===== src/rtl/card_pwr_pkg.sv =====
package card_pwr_pkg;

    typedef enum logic [2:0] {
        ST_IDLE  = 3'd0,
        ST_PDN   = 3'd1,
        ST_STAB  = 3'd2,
        ST_ACT   = 3'd3,
        ST_DEACT = 3'd4
    } seq_state_e;

    // synchronized host-side controls
    typedef struct packed {
        logic pd_req;
        logic cmd_n;
        logic card;
        logic hot;
    } ctl_in_t;

    localparam int CTL_W = $bits(ctl_in_t);
    localparam ctl_in_t CTL_IDLE = '{pd_req: 1'b0, cmd_n: 1'b1, card: 1'b0, hot: 1'b0};

    function automatic int cnt_width(input int a, input int b);
        int m;
        m = (a > b) ? a : b;
        return $clog2(m + 1) + 1;
    endfunction

endpackage


===== src/rtl/cps_sync.sv =====
module cps_sync #(
    parameter int W      = 4,
    parameter int STAGES = 2,
    parameter logic [W-1:0] RST_VAL = '0
) (
    input  logic         clk,
    input  logic         rst,
    input  logic [W-1:0] d,
    output logic [W-1:0] q
);
    logic [W-1:0] stg [STAGES];

    always_ff @(posedge clk) begin
        if (rst) begin
            for (int i = 0; i < STAGES; i++) stg[i] <= RST_VAL;
        end else begin
            stg[0] <= d;
            for (int i = 1; i < STAGES; i++) stg[i] <= stg[i-1];
        end
    end

    assign q = stg[STAGES-1];
endmodule


===== src/rtl/cps_edge.sv =====
module cps_edge (
    input  logic clk,
    input  logic rst,
    input  logic lvl,
    output logic fall,
    output logic rise
);
    logic prev;

    always_ff @(posedge clk) begin
        if (rst) prev <= 1'b1;
        else     prev <= lvl;
    end

    assign fall = prev & ~lvl;
    assign rise = ~prev & lvl;
endmodule


===== src/rtl/cps_timer.sv =====
module cps_timer #(
    parameter int W = 8
) (
    input  logic         clk,
    input  logic         rst,
    input  logic         load,
    input  logic [W-1:0] load_val,
    output logic         done
);
    logic [W-1:0] cnt;

    always_ff @(posedge clk) begin
        if (rst)               cnt <= '0;
        else if (load)         cnt <= load_val;
        else if (cnt != '0)    cnt <= cnt - 1'b1;
    end

    assign done = (cnt == '0);
endmodule


===== src/rtl/cps_fsm.sv =====
module cps_fsm
    import card_pwr_pkg::*;
#(
    parameter int STAB_CYC  = 16,
    parameter int DEACT_CYC = 8,
    parameter int CNT_W     = 6
) (
    input  logic             clk,
    input  logic             rst,
    input  ctl_in_t          ctl,
    input  logic             cmd_fall,
    input  logic             cmd_rise,
    input  logic             tmr_done,
    output logic             tmr_load,
    output logic [CNT_W-1:0] tmr_val,
    output seq_state_e       state,
    output logic             fault
);
    localparam logic [CNT_W-1:0] STAB_LOAD  = CNT_W'(STAB_CYC - 1);
    localparam logic [CNT_W-1:0] DEACT_LOAD = CNT_W'(DEACT_CYC - 1);

    seq_state_e nxt;
    logic       pd_ok;
    logic       start;

    assign pd_ok = ctl.pd_req & ctl.cmd_n;

    always_comb begin
        nxt      = state;
        tmr_load = 1'b0;
        tmr_val  = STAB_LOAD;
        start    = 1'b0;
        case (state)
            ST_IDLE: begin
                if (pd_ok) begin
                    nxt = ST_PDN;
                end else if (cmd_fall && ctl.card && !ctl.hot) begin
                    nxt   = ST_ACT;
                    start = 1'b1;
                end
            end
            ST_PDN: begin
                if (!ctl.pd_req) begin
                    nxt      = ST_STAB;
                    tmr_load = 1'b1;
                    tmr_val  = STAB_LOAD;
                end
            end
            ST_STAB: begin
                if (pd_ok)         nxt = ST_PDN;
                else if (tmr_done) nxt = ST_IDLE;
            end
            ST_ACT: begin
                if (ctl.hot || cmd_rise || !ctl.card) begin
                    nxt      = ST_DEACT;
                    tmr_load = 1'b1;
                    tmr_val  = DEACT_LOAD;
                end
            end
            ST_DEACT: begin
                if (tmr_done) nxt = ST_IDLE;
            end
            default: nxt = ST_IDLE;
        endcase
    end

    always_ff @(posedge clk) begin
        if (rst) begin
            state <= ST_IDLE;
            fault <= 1'b0;
        end else begin
            state <= nxt;
            if (ctl.hot)    fault <= 1'b1;
            else if (start) fault <= 1'b0;
        end
    end
endmodule


===== src/rtl/card_pwr_seq.sv =====
module card_pwr_seq
    import card_pwr_pkg::*;
#(
    parameter int STAB_CYC    = 500000,
    parameter int DEACT_CYC   = 5000,
    parameter int SYNC_STAGES = 2
) (
    input  logic clk,
    input  logic rst,
    input  logic pwr_dn_req_i,
    input  logic sess_cmd_n_i,
    input  logic card_in_i,
    input  logic over_temp_i,
    output logic status_o,
    output logic analog_pd_o,
    output logic sess_active_o,
    output logic deact_busy_o,
    output logic fault_o
);
    localparam int CNT_W = cnt_width(STAB_CYC, DEACT_CYC);

    ctl_in_t          raw_in;
    ctl_in_t          s_in;
    logic [CTL_W-1:0] s_vec;
    logic             cmd_fall;
    logic             cmd_rise;
    logic             tmr_load;
    logic             tmr_done;
    logic [CNT_W-1:0] tmr_val;
    seq_state_e       state;
    logic             fault;

    assign raw_in = '{pd_req: pwr_dn_req_i, cmd_n: sess_cmd_n_i,
                      card: card_in_i, hot: over_temp_i};

    cps_sync #(.W(CTL_W), .STAGES(SYNC_STAGES), .RST_VAL(CTL_IDLE)) u_sync (
        .clk(clk), .rst(rst), .d(raw_in), .q(s_vec)
    );
    assign s_in = ctl_in_t'(s_vec);

    cps_edge u_edge (
        .clk(clk), .rst(rst), .lvl(s_in.cmd_n), .fall(cmd_fall), .rise(cmd_rise)
    );

    cps_timer #(.W(CNT_W)) u_tmr (
        .clk(clk), .rst(rst), .load(tmr_load), .load_val(tmr_val), .done(tmr_done)
    );

    cps_fsm #(.STAB_CYC(STAB_CYC), .DEACT_CYC(DEACT_CYC), .CNT_W(CNT_W)) u_fsm (
        .clk(clk), .rst(rst), .ctl(s_in), .cmd_fall(cmd_fall), .cmd_rise(cmd_rise),
        .tmr_done(tmr_done), .tmr_load(tmr_load), .tmr_val(tmr_val),
        .state(state), .fault(fault)
    );

    assign status_o      = s_in.card & (state != ST_STAB);
    assign analog_pd_o   = (state == ST_PDN);
    assign sess_active_o = (state == ST_ACT);
    assign deact_busy_o  = (state == ST_DEACT);
    assign fault_o       = fault;
endmodule


===== config.mk =====
export PLATFORM = sky130hd
export DESIGN_NAME = card_pwr_seq
export DESIGN_NICKNAME = d
export VERILOG_FILES = /design/src/rtl/card_pwr_pkg.sv /design/src/rtl/cps_sync.sv /design/src/rtl/cps_edge.sv /design/src/rtl/cps_timer.sv /design/src/rtl/cps_fsm.sv /design/src/rtl/card_pwr_seq.sv
export SDC_FILE = /design/constraint.sdc
export NUM_CORES = 1
export LEC_CHECK = 0
export ABC_AREA = 1
export CAP_MARGIN = 20
export CORE_ASPECT_RATIO = 0.9
export CORE_MARGIN = 10
export CORE_UTILIZATION = 35
export CTS_BUF_LIST = sky130_fd_sc_hd__clkbuf_8
export CTS_CLUSTER_DIAMETER = 50
export DETAILED_ROUTE_END_ITERATION = 7
export PLACE_DENSITY = 0.58
export SETUP_SLACK_MARGIN = 0.02
export SYNTH_ARGS = -nofsm -noshare
export SYNTH_HDL_FRONTEND = slang
export SYNTH_SLANG_ARGS = --single-unit

===== constraint.sdc =====
create_clock -name clk -period 1.35 [get_ports clk]
set_input_delay 0.3375 -clock clk [delete_from_list [all_inputs] [get_ports clk]]
set_output_delay 0.3375 -clock clk [all_outputs]
set_load 0.02 [all_outputs]

# Yosys cells after proc, flatten, opt, wreduce, memory -nomap -nowiden
# Memories as Yosys holds them, arrays and structs flattened.
# Cells that the tools add are included.
[totals]
regBits = 25
ram_bits = 8
in_bits = 6
output_inout_bits = 5
elab_cells = 58
n_memories = 1
[op_classes]
add_sub_neg = 1
eq_ne = 8
mux = 24
bitwise_logic = 8
reduce_logical = 12
[mem_list]
columns = ["memory", "words", "width", "read_ports", "rd_ports_with_merged_regs", "write_ports", "line", "text"]
rows = [
  ["u_sync.stg", 2, 4, 2, 0, 2, "cps_sync.sv:11", "logic [W-1:0] stg [STAGES];"],
]
[op_table]
columns = ["operator", "n"]
rows = [
  ["2-to-1 mux 20 bit", 3],
  ["zero test 20 bit", 1],
  ["nonzero test 20 bit", 1],
  ["subtractor 20 x 1 -> 20 bit (second input constant)", 1],
  ["2-to-1 mux 19 bit", 1],
  ["2-to-1 mux 3 bit", 6],
  ["one-hot mux 3 bit (5 select lines)", 1],
  ["2-to-1 mux 1 bit", 10],
  ["2-to-1 mux 4 bit", 2],
  ["equality test 3 x 2 -> 1 bit (second input constant)", 2],
  ["AND 1 bit", 4],
  ["nonzero test 2 bit", 2],
  ["equality test 3 x 1 -> 1 bit (second input constant)", 1],
  ["equality test 3 bit (second input constant)", 1],
  ["zero test 3 bit", 1],
  ["!= test 3 x 1 -> 1 bit (second input constant)", 1],
  ["!= test 3 x 2 -> 1 bit (second input constant)", 1],
  ["AND reduction 3 bit", 1],
  ["logical AND 1 bit", 2],
  ["zero test 1 bit", 2],
  ["logical OR 1 bit", 2],
  ["!= test 2 x 1 -> 1 bit (second input constant)", 1],
  ["!= test 2 bit (second input constant)", 1],
  ["inverter 1 bit", 2],
  ["2 further kinds", 3],
]

# Depth between registers and ports, before layout
# Gate-level depths: netlist of run 1.
# An unclocked memory read counts as a cell.
[depth]
ltp_word = 10
ltp_mapped = 10
ltp_nobuf = 10

# Modules after synthesis
# A second synthesis of run 1 with hierarchy kept.
[hier_totals]
cells_unflattened = 300
hier_area_um2 = 2109.5
[by_module_without_submodules]
columns = ["module", "n_inst", "cells_each", "area_per_inst_um2", "seq_area_each_um2"]
rows = [
  ["cps_timer", 1, 194, 1353.8, 400.4],
  ["cps_fsm", 1, 61, 421.7, 80.1],
  ["cps_sync", 1, 29, 254.0, 160.2],
  ["cps_edge", 1, 7, 42.5, 20.0],
  ["card_pwr_seq", 1, 9, 37.5, 0.0],
]

# Worst setup path before layout of run 1
# No wires, ideal clock.
[synth_timing]
path_kind = "flip-flop to flip-flop"
start = "reg u_tmr.cnt[0]"
end = "reg u_tmr.cnt[13]"
setup_time_ns = 0.112
t_arrival_ns = 1.375
required_time_ns = 1.238
setup_slack_ns = -0.137
path_stages_with_launch = 10
path_buffers = 0
period_less_slack_ns = 1.487
path_cell_list = "dfxtp_1 -> inv_1 -> ha_1 -> nand2_4 -> nor2_8 -> nand3_4 -> nor2_8 -> nor2_4 -> inv_6 -> nor2_2"
[synth_between]
elab_chain_len = 3
word_cells_on_any_way = 5
cone_classes = "add/sub: 1; mux: 2; reduce/logical: 2"
[synth_rtl]
columns = ["item", "line", "text"]
rows = [
  ["from (decl)", "cps_timer.sv:10", "logic [W-1:0] cnt;"],
  ["from (signal assigned)", "cps_timer.sv:14", "else if (load) cnt <= load_val;"],
  ["from (signal assigned)", "cps_timer.sv:15", "else if (cnt != '0) cnt <= cnt - 1'b1;"],
  ["subtractor 20 x 1 -> 20 bit", "cps_timer.sv:15", ""],
  ["2-to-1 mux 20 bit", "cps_timer.sv:15", ""],
  ["2-to-1 mux 20 bit", "cps_timer.sv:14", ""],
]
# Parallel ways exist; a longest one is shown, timed or not. The select of a mux whose other input is x is not followed.
# A chain may end at the register's enable or synchronous reset.

# Worst setup path after layout of run 1
[layout_timing]
start = "reg u_fsm.state[0]"
end = "reg u_tmr.cnt[3]"
[layout_between]
elab_chain_len = 3
word_cells_on_any_way = 6
cone_classes = "eq/ne: 2; mux: 3; reduce/logical: 1"
[layout_rtl]
columns = ["item", "line", "text"]
rows = [
  ["from (decl)", "cps_fsm.sv:16", "output seq_state_e state,"],
  ["from (signal assigned)", "cps_fsm.sv:72", "state <= nxt;"],
  ["equality test 3 x 2 -> 1 bit or equality test 3 x 1 -> 1 bit (tied branches)", "cps_fsm.sv:33", "case (state)"],
  ["one-hot mux 1 bit (2 select lines) or 2-to-1 mux 20 bit (tied branches)", "--", ""],
  ["2-to-1 mux 20 bit or nonzero test 2 bit (tied branches)", "--", ""],
]
# Parallel ways exist; a longest one is shown, timed or not.

==> results of run 1 <==
final cells by class:
class | instances | share of cell area, %
multi-input combinational | 182 | 44.0
sequential | 33 | 24.5
timing repair buffer | 63 | 19.3
inverter | 39 | 6.11
tap | 65 | 2.94
clock buffer | 5 | 2.49
clock inverter | 3 | 0.634
per-layer routing:
metal / wire length [um] / GRT usage [%] / up-vias
li1: - / - / 947
met1: 2370 / 15.5 / 811
met2: 2140 / 16.6 / 22
met3: 111 / 2.71 / 6
met4: 75 / 4.75 / 0
met5: 0 / 0 / -
repair_timing:
item | 4_1_cts | 5_1_grt
setup endpoints to repair | 28 | 27
gates resized for setup | 40 | 67
setup buffers | 1 | 7
pin swaps | 8 | 24
per-stage QoR:
stage | instance area (um^2) | setup slack (ns)
2_1_floorplan | 1850 | 0.00662
3_3_place_gp | 2360 | -0.231
3_5_place_dp | 2360 | -0.242
4_1_cts | 2500 | -0.195
5_1_grt | 2760 | -0.131
6_report | 2760 | -0.0664
synth_stat cells (2+ instances only):
cell type | instances | area share, %
a21oi_1 | 8 | 2.2
a21oi_2 | 5 | 2.4
clkbuf_1 | 2 | 0.41
dfxtp_1 | 33 | 36
inv_1 | 33 | 6.8
inv_2 | 4 | 0.82
nand2_1 | 52 | 11
nand2_2 | 2 | 0.68
nand2_4 | 3 | 1.8
nand3_1 | 25 | 6.8
nand4_1 | 3 | 1.0
nor2_1 | 39 | 8.0
nor2_2 | 6 | 2.0
nor2_4 | 4 | 2.5
nor2_8 | 3 | 3.3
nor3_1 | 8 | 2.2
o21ai_0 | 7 | 1.9
or2_2 | 3 | 1.0
xnor2_1 | 2 | 0.96
xor2_1 | 3 | 1.4
sequential cells by signal, summed over array words and instances, names as in the netlist:
signal	flops
u_tmr.cnt	20
u_sync.stg	8
u_fsm.state	3
u_edge.prev	1
u_fsm.fault	1
power by group through the flow:
stage | registers (mW) | logic (mW) | clock network, mW
global placement | 1.49 | 3.97 | 0
detailed placement | 1.50 | 4.02 | 0
CTS | 1.55 | 4.15 | 0.762
global route | 1.65 | 5.44 | 0.811
finish | 1.61 | 4.93 | 0.749
floorplan | 1.50 | 2.62 | 0
worst max-delay path: stages, from the launching register on:
cell and delay, ns:
dfxtp_4 0.38, nand2_4 0.11, nor2_8 0.04, buf_4 0.15, nand2_4 0.09, nand2_8 0.07
buf_12 0.13, nor2_8 0.14, nor2_4 0.06, inv_6 0.10, a21oi_2 0.04
kinds of logic after synthesis:
| logic type | Yosys count | share of synthesized area, % |
|---|---|---|
| AND/OR/NAND/NOR | 153 | 43.3 |
| buffers and inverters | 42 | 9.41 |
| flip-flops | 33 | 36.0 |
| AO/OA/AOI/OAI | 23 | 8.19 |
| XOR/XNOR | 5 | 2.39 |
| adder cells (fa/ha/maj) | 1 | 0.682 |
worst max-delay path by stage:
| stage | slack [ns] | from | endpoint |
|---|---|---|---|
| 6_report | -0.07 | u_fsm.state[0]$_SDFFE_PP0P_ | u_tmr.cnt[3]$_SDFFE_PP0P_ |
| 5_1_grt | -0.13 | u_fsm.state[1]$_SDFFE_PP0P_ | u_tmr.cnt[3]$_SDFFE_PP0P_ |
| 4_1_cts | -0.20 | u_fsm.state[0]$_SDFFE_PP0P_ | deact_busy_o |
| 3_5_place_dp | -0.24 | u_fsm.state[0]$_SDFFE_PP0P_ | deact_busy_o |
| 3_3_place_gp | -0.23 | u_fsm.state[0]$_SDFFE_PP0P_ | deact_busy_o |
| 2_1_floorplan | 0.007 | u_tmr.cnt[0]$_SDFFE_PP0P_ | u_tmr.cnt[13]$_SDFFE_PP0P_ |
==> qor.txt, run 1 <==
Ys Warns: 0
clk slew on worst S/H paths: 0.07 ns
register-to-register setup slack: -0.07 ns
DR pass1 iterations: 4
max-slew violation count: 0
Hold EP: u_sync.stg[0][5]$_SDFF_PP0_
Finish-stage setup viols: 18
Critical Path AT: 1.59 ns
clock share of power: 10.3%
hold path start: u_sync.stg[0][1]$_SDFF_PP0_
Comb power frac: 67.7%
Max IR drop VDD: 0.868 mV
Top Ports: 11
Sequential Area: 678 um^2
Worst setup SP type: flip-flop
Post-Route WL: 4690 um
n_diodes: 0
Synth Cell Area: 1830 um^2
max-cap violations: 0
top_reg_cell synth: dfxtp_1
NetSw: 3.37 mW
setup tns final: -0.773 ns
std cell rows: 24
Avg Inst Size Synth: 7.14 um^2
highest clock rate: 0.706 GHz
worst-skew pair later-pin latency: 0.29 ns
total core area: 4950 um^2
Slew HR: 84.6%
Hold WC Path Type: reg -> reg
RePlAce Congestion: 0.827
worst reg2reg path startpoint: u_fsm.state[0]$_SDFFE_PP0P_
Hold-fix buffers, CTS: 0
Final Util: 55.8%
Final Hold Fails: 0
GRT Util Overall: 11.3%
Placed Cells: 374
Power Total: 7.29 mW
area occupied by multi-input gates: 1220 um^2
P&R area growth vs syn: 50.7%
WL per Instance: 12.0 um
Num Clock Sinks: 33
Initial Util: 37.0%
PortBufs: 10
Leakage: 1.32 nW
DP HPWL: 3350 um
Overflow after GRT: 0
WHS Path Cells: 2
initial antenna violation count: 0
filler cell count: 463
Synth cell types: 32
Remaining DRCs: 0
final setup margin: -0.0664 ns
post-route ant nets: 0
critical path fanouts, max: 7
power density over the cells: 2640 nW/um^2
commonest non-fill, non-tap cell in the layout: buf_4
Seq/Total Area, Yosys: 36.0%
Die W: 96.3 um
Async SR Flop Fraction: 0%
Root Buffer Master: clkbuf_8
global-route wire length before repair: 7530 um
largest net degree at the start of global routing: 17
Post-synth EDFFs: 0
Slew @ Worst Pin: 0.230 ns
Reg power frac: 22.1%
worst clock skew: 0.0112 ns
status: complete, but fails checks
P_int: 3.92 mW
RSZ-0062 raised after global routing: true
Sw Share: 46.3%
vias in the first global route: 1,632
DR vias/cell: 4.58
depth of the CTS H-tree: 2
Worst Hold Slack: 0.405 ns
Req. time, crit path: 1.52 ns
failing checks: setup timing
nets: 331
crit path time final: 1.42 ns
Total Die Area: 8540 um^2
worst reg2reg path depth: 10
Mapped Nets: 264
share of cells above drive strength 1: 48.6%
Seq cells post-synth: 33
RR Endpoint: u_tmr.cnt[3]$_SDFFE_PP0P_
period utilization: 105%
most frequent cells in the layout: buf_4 (47), nand2_1 (44), inv_1 (29), dfxtp_1 (23), nor2_1 (22)
DR vias: 1,786
CTS Buf Count: 5
Die Span Y: 88.7 um
TritonCTS clock tree: built
Cells after Synth: 257
Setup CP Type: reg -> reg
Layout Cells excl Fill: 390
DRT iter0 DRCs: 99
CP endpoint kind: flip-flop
clk buf depth: 2
No activity file was read; power rests on OpenSTA's default activity.
==> run 2, diff against run 1 <==
--- a/config.mk
+++ b/config.mk
@@ -9,11 +9,11 @@
 export CAP_MARGIN = 20
 export CORE_ASPECT_RATIO = 0.9
 export CORE_MARGIN = 10
-export CORE_UTILIZATION = 35
+export CORE_UTILIZATION = 55
 export CTS_BUF_LIST = sky130_fd_sc_hd__clkbuf_8
 export CTS_CLUSTER_DIAMETER = 50
 export DETAILED_ROUTE_END_ITERATION = 7
-export PLACE_DENSITY = 0.58
+export PLACE_DENSITY = 0.82
 export SETUP_SLACK_MARGIN = 0.02
 export SYNTH_ARGS = -nofsm -noshare
 export SYNTH_HDL_FRONTEND = slang
==> run 2 against run 1 <==
  * The run still ends with setup timing left
  * Setup slack worse by 0.075 ns
  * Clock-buffer cell count up 2
  * Maximum frequency shrank 5.0%
  * First-iteration DRC count rose to 2.7 times the previous value
  * Sequential power barely moved
  * Global-route usage rose by 5.5 points
  * Combinational power up 13%
  * Design area is 1.0% higher
  * Sequential share of layout area decreased by 0.25 points
  * Sequential cell count stayed put
  * Total power increased by 9.9%
  * Largest power group unchanged
==> qor.txt, run 2 (synthesis results as in run 1) <==
crit path time final: 1.49 ns
max-cap violations: 0
Critical Path, Cell by Cell: nor2_2, nand2_2, nor2_4, nand3_4, buf_6, nand2_4, nand2_2, nand2_2, a21oi_2
max reg flops: 20
Slew @ Worst Pin: 0.253 ns
most frequent CP cell: nand2_2
failing checks: setup timing
Max IR drop VDD: 2.01 mV
critical path fanouts, max: 5
worst reg2reg path depth: 9
power density over the cells: 2870 nW/um^2
Setup CP Type: reg -> reg
Initial Util: 58.5%
DR vias/cell: 5.66
DR vias: 2,101
depth of the CTS H-tree: 2
TritonCTS clock tree: built
global-route wire length before repair: 7980 um
Req. time, crit path: 1.52 ns
RSZ-0062 raised after global routing: true
commonest non-fill, non-tap cell in the layout: buf_4
RR Endpoint: u_fsm.state[1]$_SDFFE_PP0P_
P&R area growth vs syn: 52.3%
Critical Path Max Stage Delay: 0.32 ns
CTS Buf Count: 5
Hold-fix buffers, CTS: 0
Finish-stage setup viols: 25
Slew HR: 82.9%
DRT iter0 DRCs: 265
max-slew violation count: 0
Top Ports: 11
Post-Route WL: 6510 um
CP Capture Point: u_fsm.state[1]$_SDFFE_PP0P_
highest clock rate: 0.671 GHz
Critical Path AT: 1.66 ns
post-route ant nets: 0
PortBufs: 10
RePlAce Congestion: 0.873
n_diodes: 0
worst setup path startpoint: u_tmr.cnt[8]$_SDFFE_PP0P_
share of cells above drive strength 1: 48.0%
Overflow after GRT: 0
Largest regs: u_tmr.cnt: 20 flops, u_sync.stg: 8 flops, u_fsm.state: 3 flops
worst-skew pair later-pin latency: 0.29 ns
register-to-register setup slack: -0.14 ns
std cell rows: 19
vias in the first global route: 1,789
nets: 335
final setup margin: -0.141 ns
Critical-path top delay cell: dfxtp_1
Die Span Y: 74.8 um
dpl ws: -0.254 ns
Hold WC Path Type: reg -> reg
DR pass1 iterations: 5
clk slew on worst S/H paths: 0.07 ns
GRT Util Overall: 16.8%
Die W: 80.9 um
clk buf depth: 2
most frequent cells in the layout: buf_4 (49), nand2_1 (40), inv_1 (28), dfxtp_1 (25), nor2_1 (24)
worst reg2reg path startpoint: u_tmr.cnt[8]$_SDFFE_PP0P_
DP HPWL: 3450 um
Biggest register: u_tmr.cnt
worst clock skew: 0.00856 ns
Remaining DRCs: 0
Leakage: 1.36 nW
total core area: 3140 um^2
Root Buffer Master: clkbuf_8
CP endpoint kind: flip-flop
period utilization: 110%
status: complete, but fails checks
Final Hold Fails: 0
Worst setup SP type: flip-flop
Total Die Area: 6050 um^2
Num Clock Sinks: 33
Final Util: 89.0%
largest net degree at the start of global routing: 14
initial antenna violation count: 0
WL per Instance: 17.5 um
run 2: how the worst min path moves through the flow:
stage                                             end                        start  cells past startpoint  slack (ns)
final                     u_sync.stg[0][6]$_SDFF_PP1_  u_sync.stg[0][2]$_SDFF_PP1_                      1        0.42
after global routing      u_sync.stg[0][7]$_SDFF_PP0_  u_sync.stg[0][3]$_SDFF_PP0_                      2        0.43
after CTS                 u_sync.stg[0][5]$_SDFF_PP0_  u_sync.stg[0][1]$_SDFF_PP0_                      2        0.41
after detailed placement  u_sync.stg[0][5]$_SDFF_PP0_  u_sync.stg[0][1]$_SDFF_PP0_                      2        0.40
after global placement    u_sync.stg[0][4]$_SDFF_PP0_  u_sync.stg[0][0]$_SDFF_PP0_                      2        0.39
after floorplan           u_sync.stg[0][4]$_SDFF_PP0_  u_sync.stg[0][0]$_SDFF_PP0_                      2        0.39
run 2: what timing repair did:
| item | in CTS | in global routing |
|---|---|---|
| pin swaps | 2 | 22 |
| buffers inserted | 3 | 4 |
| resized for setup | 50 | 63 |
| setup endpoints to repair | 28 | 27 |
| hold endpoints to repair | 0 | 0 |
run 2: cell type report:
cell class,instances,area (um^2)
fillers,143,345
clock inverters,1,5.00
well taps,42,52.6
repair buffers,67,571
inverters,39,169
multi-input cells,182,1220
clock buffers,7,96.3
flip-flops and latches,33,678
run 2: critical path: cells and delay by family (launching register included):
kind / cells / cell delay [ns]
AOI/OAI and AO/OA: 1 / 0.05
and+or+nand+nor: 7 / 0.82
DFF: 1 / 0.32
buffers and inverters: 1 / 0.17
run 2: where the power goes:
part	internal, mW	total [mW]	switching (mW)
Clock	0.461	0.822	0.362
Combinational	2.36	5.59	3.23
Sequential	1.30	1.60	0.293
Total	4.13	8.01	3.89
run 2: stage by stage:
| step | power (mW) | TNS, ns | hold slack, ns | instance area [um^2] | std cells |
|---|---|---|---|---|---|
| 2_1_floorplan | 4.11 | 0 | 0.388 | 1850 | 257 |
| 3_3_place_gp | 5.42 | -1.76 | 0.390 | 2360 | 356 |
| 3_5_place_dp | 5.57 | -2.44 | 0.397 | 2360 | 356 |
| 4_1_cts | 6.76 | -0.814 | 0.410 | 2550 | 367 |
| 5_1_grt | 8.42 | -3.13 | 0.429 | 2790 | 371 |
| 6_report | 8.01 | -2.05 | 0.424 | 2790 | 371 |
run 2: per-layer routing:
layer | global-route usage [%] | up-vias | share of wire [%]
met2 | 29.1 | 135 | 48
met1 | 19.4 | 971 | 39
met3 | 4.29 | 44 | 8.2
li1 | - | 951 | -
met4 | 6.91 | 0 | 4.9
met5 | 0 | - | 0
==> run 3, diff against run 2 <==
--- a/config.mk
+++ b/config.mk
@@ -8,7 +8,7 @@
 export ABC_AREA = 1
 export CAP_MARGIN = 20
 export CORE_ASPECT_RATIO = 0.9
-export CORE_MARGIN = 10
+export CORE_MARGIN = 2
 export CORE_UTILIZATION = 55
 export CTS_BUF_LIST = sky130_fd_sc_hd__clkbuf_8
 export CTS_CLUSTER_DIAMETER = 50
==> run 3 against run 2 <==
  * Register-to-register slack got worse by 0.09 ns
  * Maximum frequency is 5.4% lower
  * Sequential share of layout area decreased by 1.1 points
  * The run ends with DRC, setup timing left
  * Combinational power is 14% higher
  * Clock skew rose by 0.0014 ns
  * First-iteration DRC count is 83% higher
  * Setup slack worse by 0.085 ns
  * Critical endpoint is now u_tmr.cnt[0]$_SDFFE_PP0P_
  * Critical path type unchanged
  * Clock-buffer cell count fell by 1
==> qor.txt, run 3 (synthesis results as in run 1) <==
RePlAce Congestion: 0.891
critical path fanouts, max: 4
Slew @ Worst Pin: 0.324 ns
max-slew violation count: 0
DP HPWL: 3550 um
largest net degree at the start of global routing: 13
Reg power frac: 18.7%
Worst setup SP type: flip-flop
Comb power frac: 70.1%
met2 Track Usage GR: 64.5%
GRT Util Overall: 36.8%
Layout Cells excl Fill: 378
Critical-path top delay cell: dfxtp_1
Placed Cells: 356
post-route ant nets: 0
power density over the cells: 3090 nW/um^2
highest clock rate: 0.634 GHz
clk buf depth: 2
P_int: 4.49 mW
depth of the CTS H-tree: 2
share of cells above drive strength 1: 53.9%
Largest regs: u_tmr.cnt: 20 flops, u_sync.stg: 8 flops, u_fsm.state: 3 flops
most frequent CP cell: nand2_1
DR vias: 2,497
status: complete, but fails checks
P&R area growth vs syn: 61.3%
Req. time, crit path: 1.54 ns
Critical Path, Cell by Cell: nor2_1, nand2_2, nor2_4, nand3_4, nand2_1, nand2_1, o21ai_1, inv_1
Post-DP Area: 2390 um^2
WL per Instance: 23.6 um
met3 track demand over resource: 9.75%
worst clock skew: 0.00998 ns
max reg flops: 20
worst reg2reg path depth: 8
DRT iter0 DRCs: 485
Critical Path Stages: 8
Hold WC Path Type: reg -> reg
CP top delay family: simple AND/OR/NAND/NOR gates
crit path time final: 1.58 ns
Finished Cell Area: 2960 um^2
Final Hold Fails: 0
Slew HR: 78.3%
Critical Path Max Stage Delay: 0.34 ns
n_diodes: 0
total core area: 3110 um^2
Num Clock Sinks: 33
Root Buffer Master: clkbuf_8
CP endpoint kind: flip-flop
Sw Share: 50.9%
nets: 342
CP bufs+invs: 1
DR vias/cell: 6.61
failing checks: DRC, setup timing
routing usage on met1: 41.2%
Die W: 64.9 um
PortBufs: 10
Leakage: 1.41 nW
initial antenna violation count: 0
most frequent cells in the layout: buf_4 (51), nand2_1 (38), inv_1 (29), dfxtp_1 (21)
DR pass1 iterations: 8
std cell rows: 19
Initial Util: 58.9%
TritonCTS clock tree: built
Top Ports: 11
Critical Path AT: 1.77 ns
Overflow after GRT: 0
RSZ-0062 raised after global routing: true
clk slew on worst S/H paths: 0.08 ns
vias in the first global route: 2,184
NetSw: 4.65 mW
gr busiest metal: met2
filler cell count: 88
Remaining DRCs: 8
final setup margin: -0.226 ns
Max IR drop VDD: 2.07 mV
Hold-fix buffers, CTS: 0
Total Die Area: 3810 um^2
global-route wire length before repair: 10,400 um
period utilization: 117%
Biggest register: u_tmr.cnt
commonest non-fill, non-tap cell in the layout: buf_4
WHS Path Cells: 1
Post-Route WL: 8930 um
Finish-stage setup viols: 27
Setup CP Type: reg -> reg
CTS Buf Count: 5
max-cap violations: 0
worst-skew pair later-pin latency: 0.31 ns
Die Span Y: 58.8 um
clock share of power: 11.2%
## run 3: worst reg2reg max path, stage by stage (launching register included)
cell	delay, ns
dfxtp_1	0.34
nor2_1	0.21
nand2_2	0.13
nor2_4	0.17
nand3_4	0.15
nand2_1	0.12
nand2_1	0.08
o21ai_1	0.21
inv_1	0.06
## run 3: layout make-up
cell class | instances | area (um^2) | share of cell area (%)
multi-input cells | 182 | 1280 | 43.1
flip-flops and latches | 33 | 686 | 23.2
repair buffers | 74 | 661 | 22.3
clock buffers | 6 | 82.6 | 2.79
inverters | 39 | 164 | 5.54
well taps | 42 | 52.6 | 1.78
clock inverters | 2 | 37.5 | 1.27
## run 3: layer usage
metal	vias to the layer above	share of wire [%]
met4	0	10
met2	286	44
met1	1131	33
li1	964	-
met3	116	14
met5	-	0
## run 3: timing repair
action	in CTS	in global routing
gates resized for setup	76	56
pin swaps	22	33
buffers inserted	6	8
setup endpoints to repair	28	28
## run 3: path summary, 6_finish.rpt
| path | start | to | slack (ns) |
|---|---|---|---|
| worst max register to register | u_tmr.cnt[14]$_SDFFE_PP0P_ | u_tmr.cnt[0]$_SDFFE_PP0P_ | -0.23 |
| worst min register to register | u_sync.stg[0][2]$_SDFF_PP1_ | u_sync.stg[0][6]$_SDFF_PP1_ | 0.47 |
| worst max-delay path | u_tmr.cnt[14]$_SDFFE_PP0P_ | u_tmr.cnt[0]$_SDFFE_PP0P_ | -0.23 |
| worst min-delay path | u_sync.stg[0][2]$_SDFF_PP1_ | u_sync.stg[0][6]$_SDFF_PP1_ | 0.47 |
## run 3: through the flow
stage	worst slack, ns	utilization, %	TNS (ns)	total power [mW]	hold slack, ns
2_1_floorplan	0.00662	-	0	4.11	0.388
3_3_place_gp	-0.197	76.9	-1.08	5.49	0.392
3_5_place_dp	-0.215	76.9	-2.13	5.66	0.398
4_1_cts	-0.163	87.6	-0.841	7.36	0.411
5_1_grt	-0.254	95.0	-4.35	9.31	0.463
6_report	-0.226	95.0	-4.13	9.14	0.466
## run 3: power groups by stage
stage	clock (mW)	combinational, mW	sequential, mW
2_1_floorplan	0	2.62	1.50
3_3_place_gp	0	4.01	1.48
5_1_grt	1.05	6.56	1.70
6_report	1.03	6.40	1.71
4_1_cts	0.972	4.84	1.55
3_5_place_dp	0	4.16	1.49
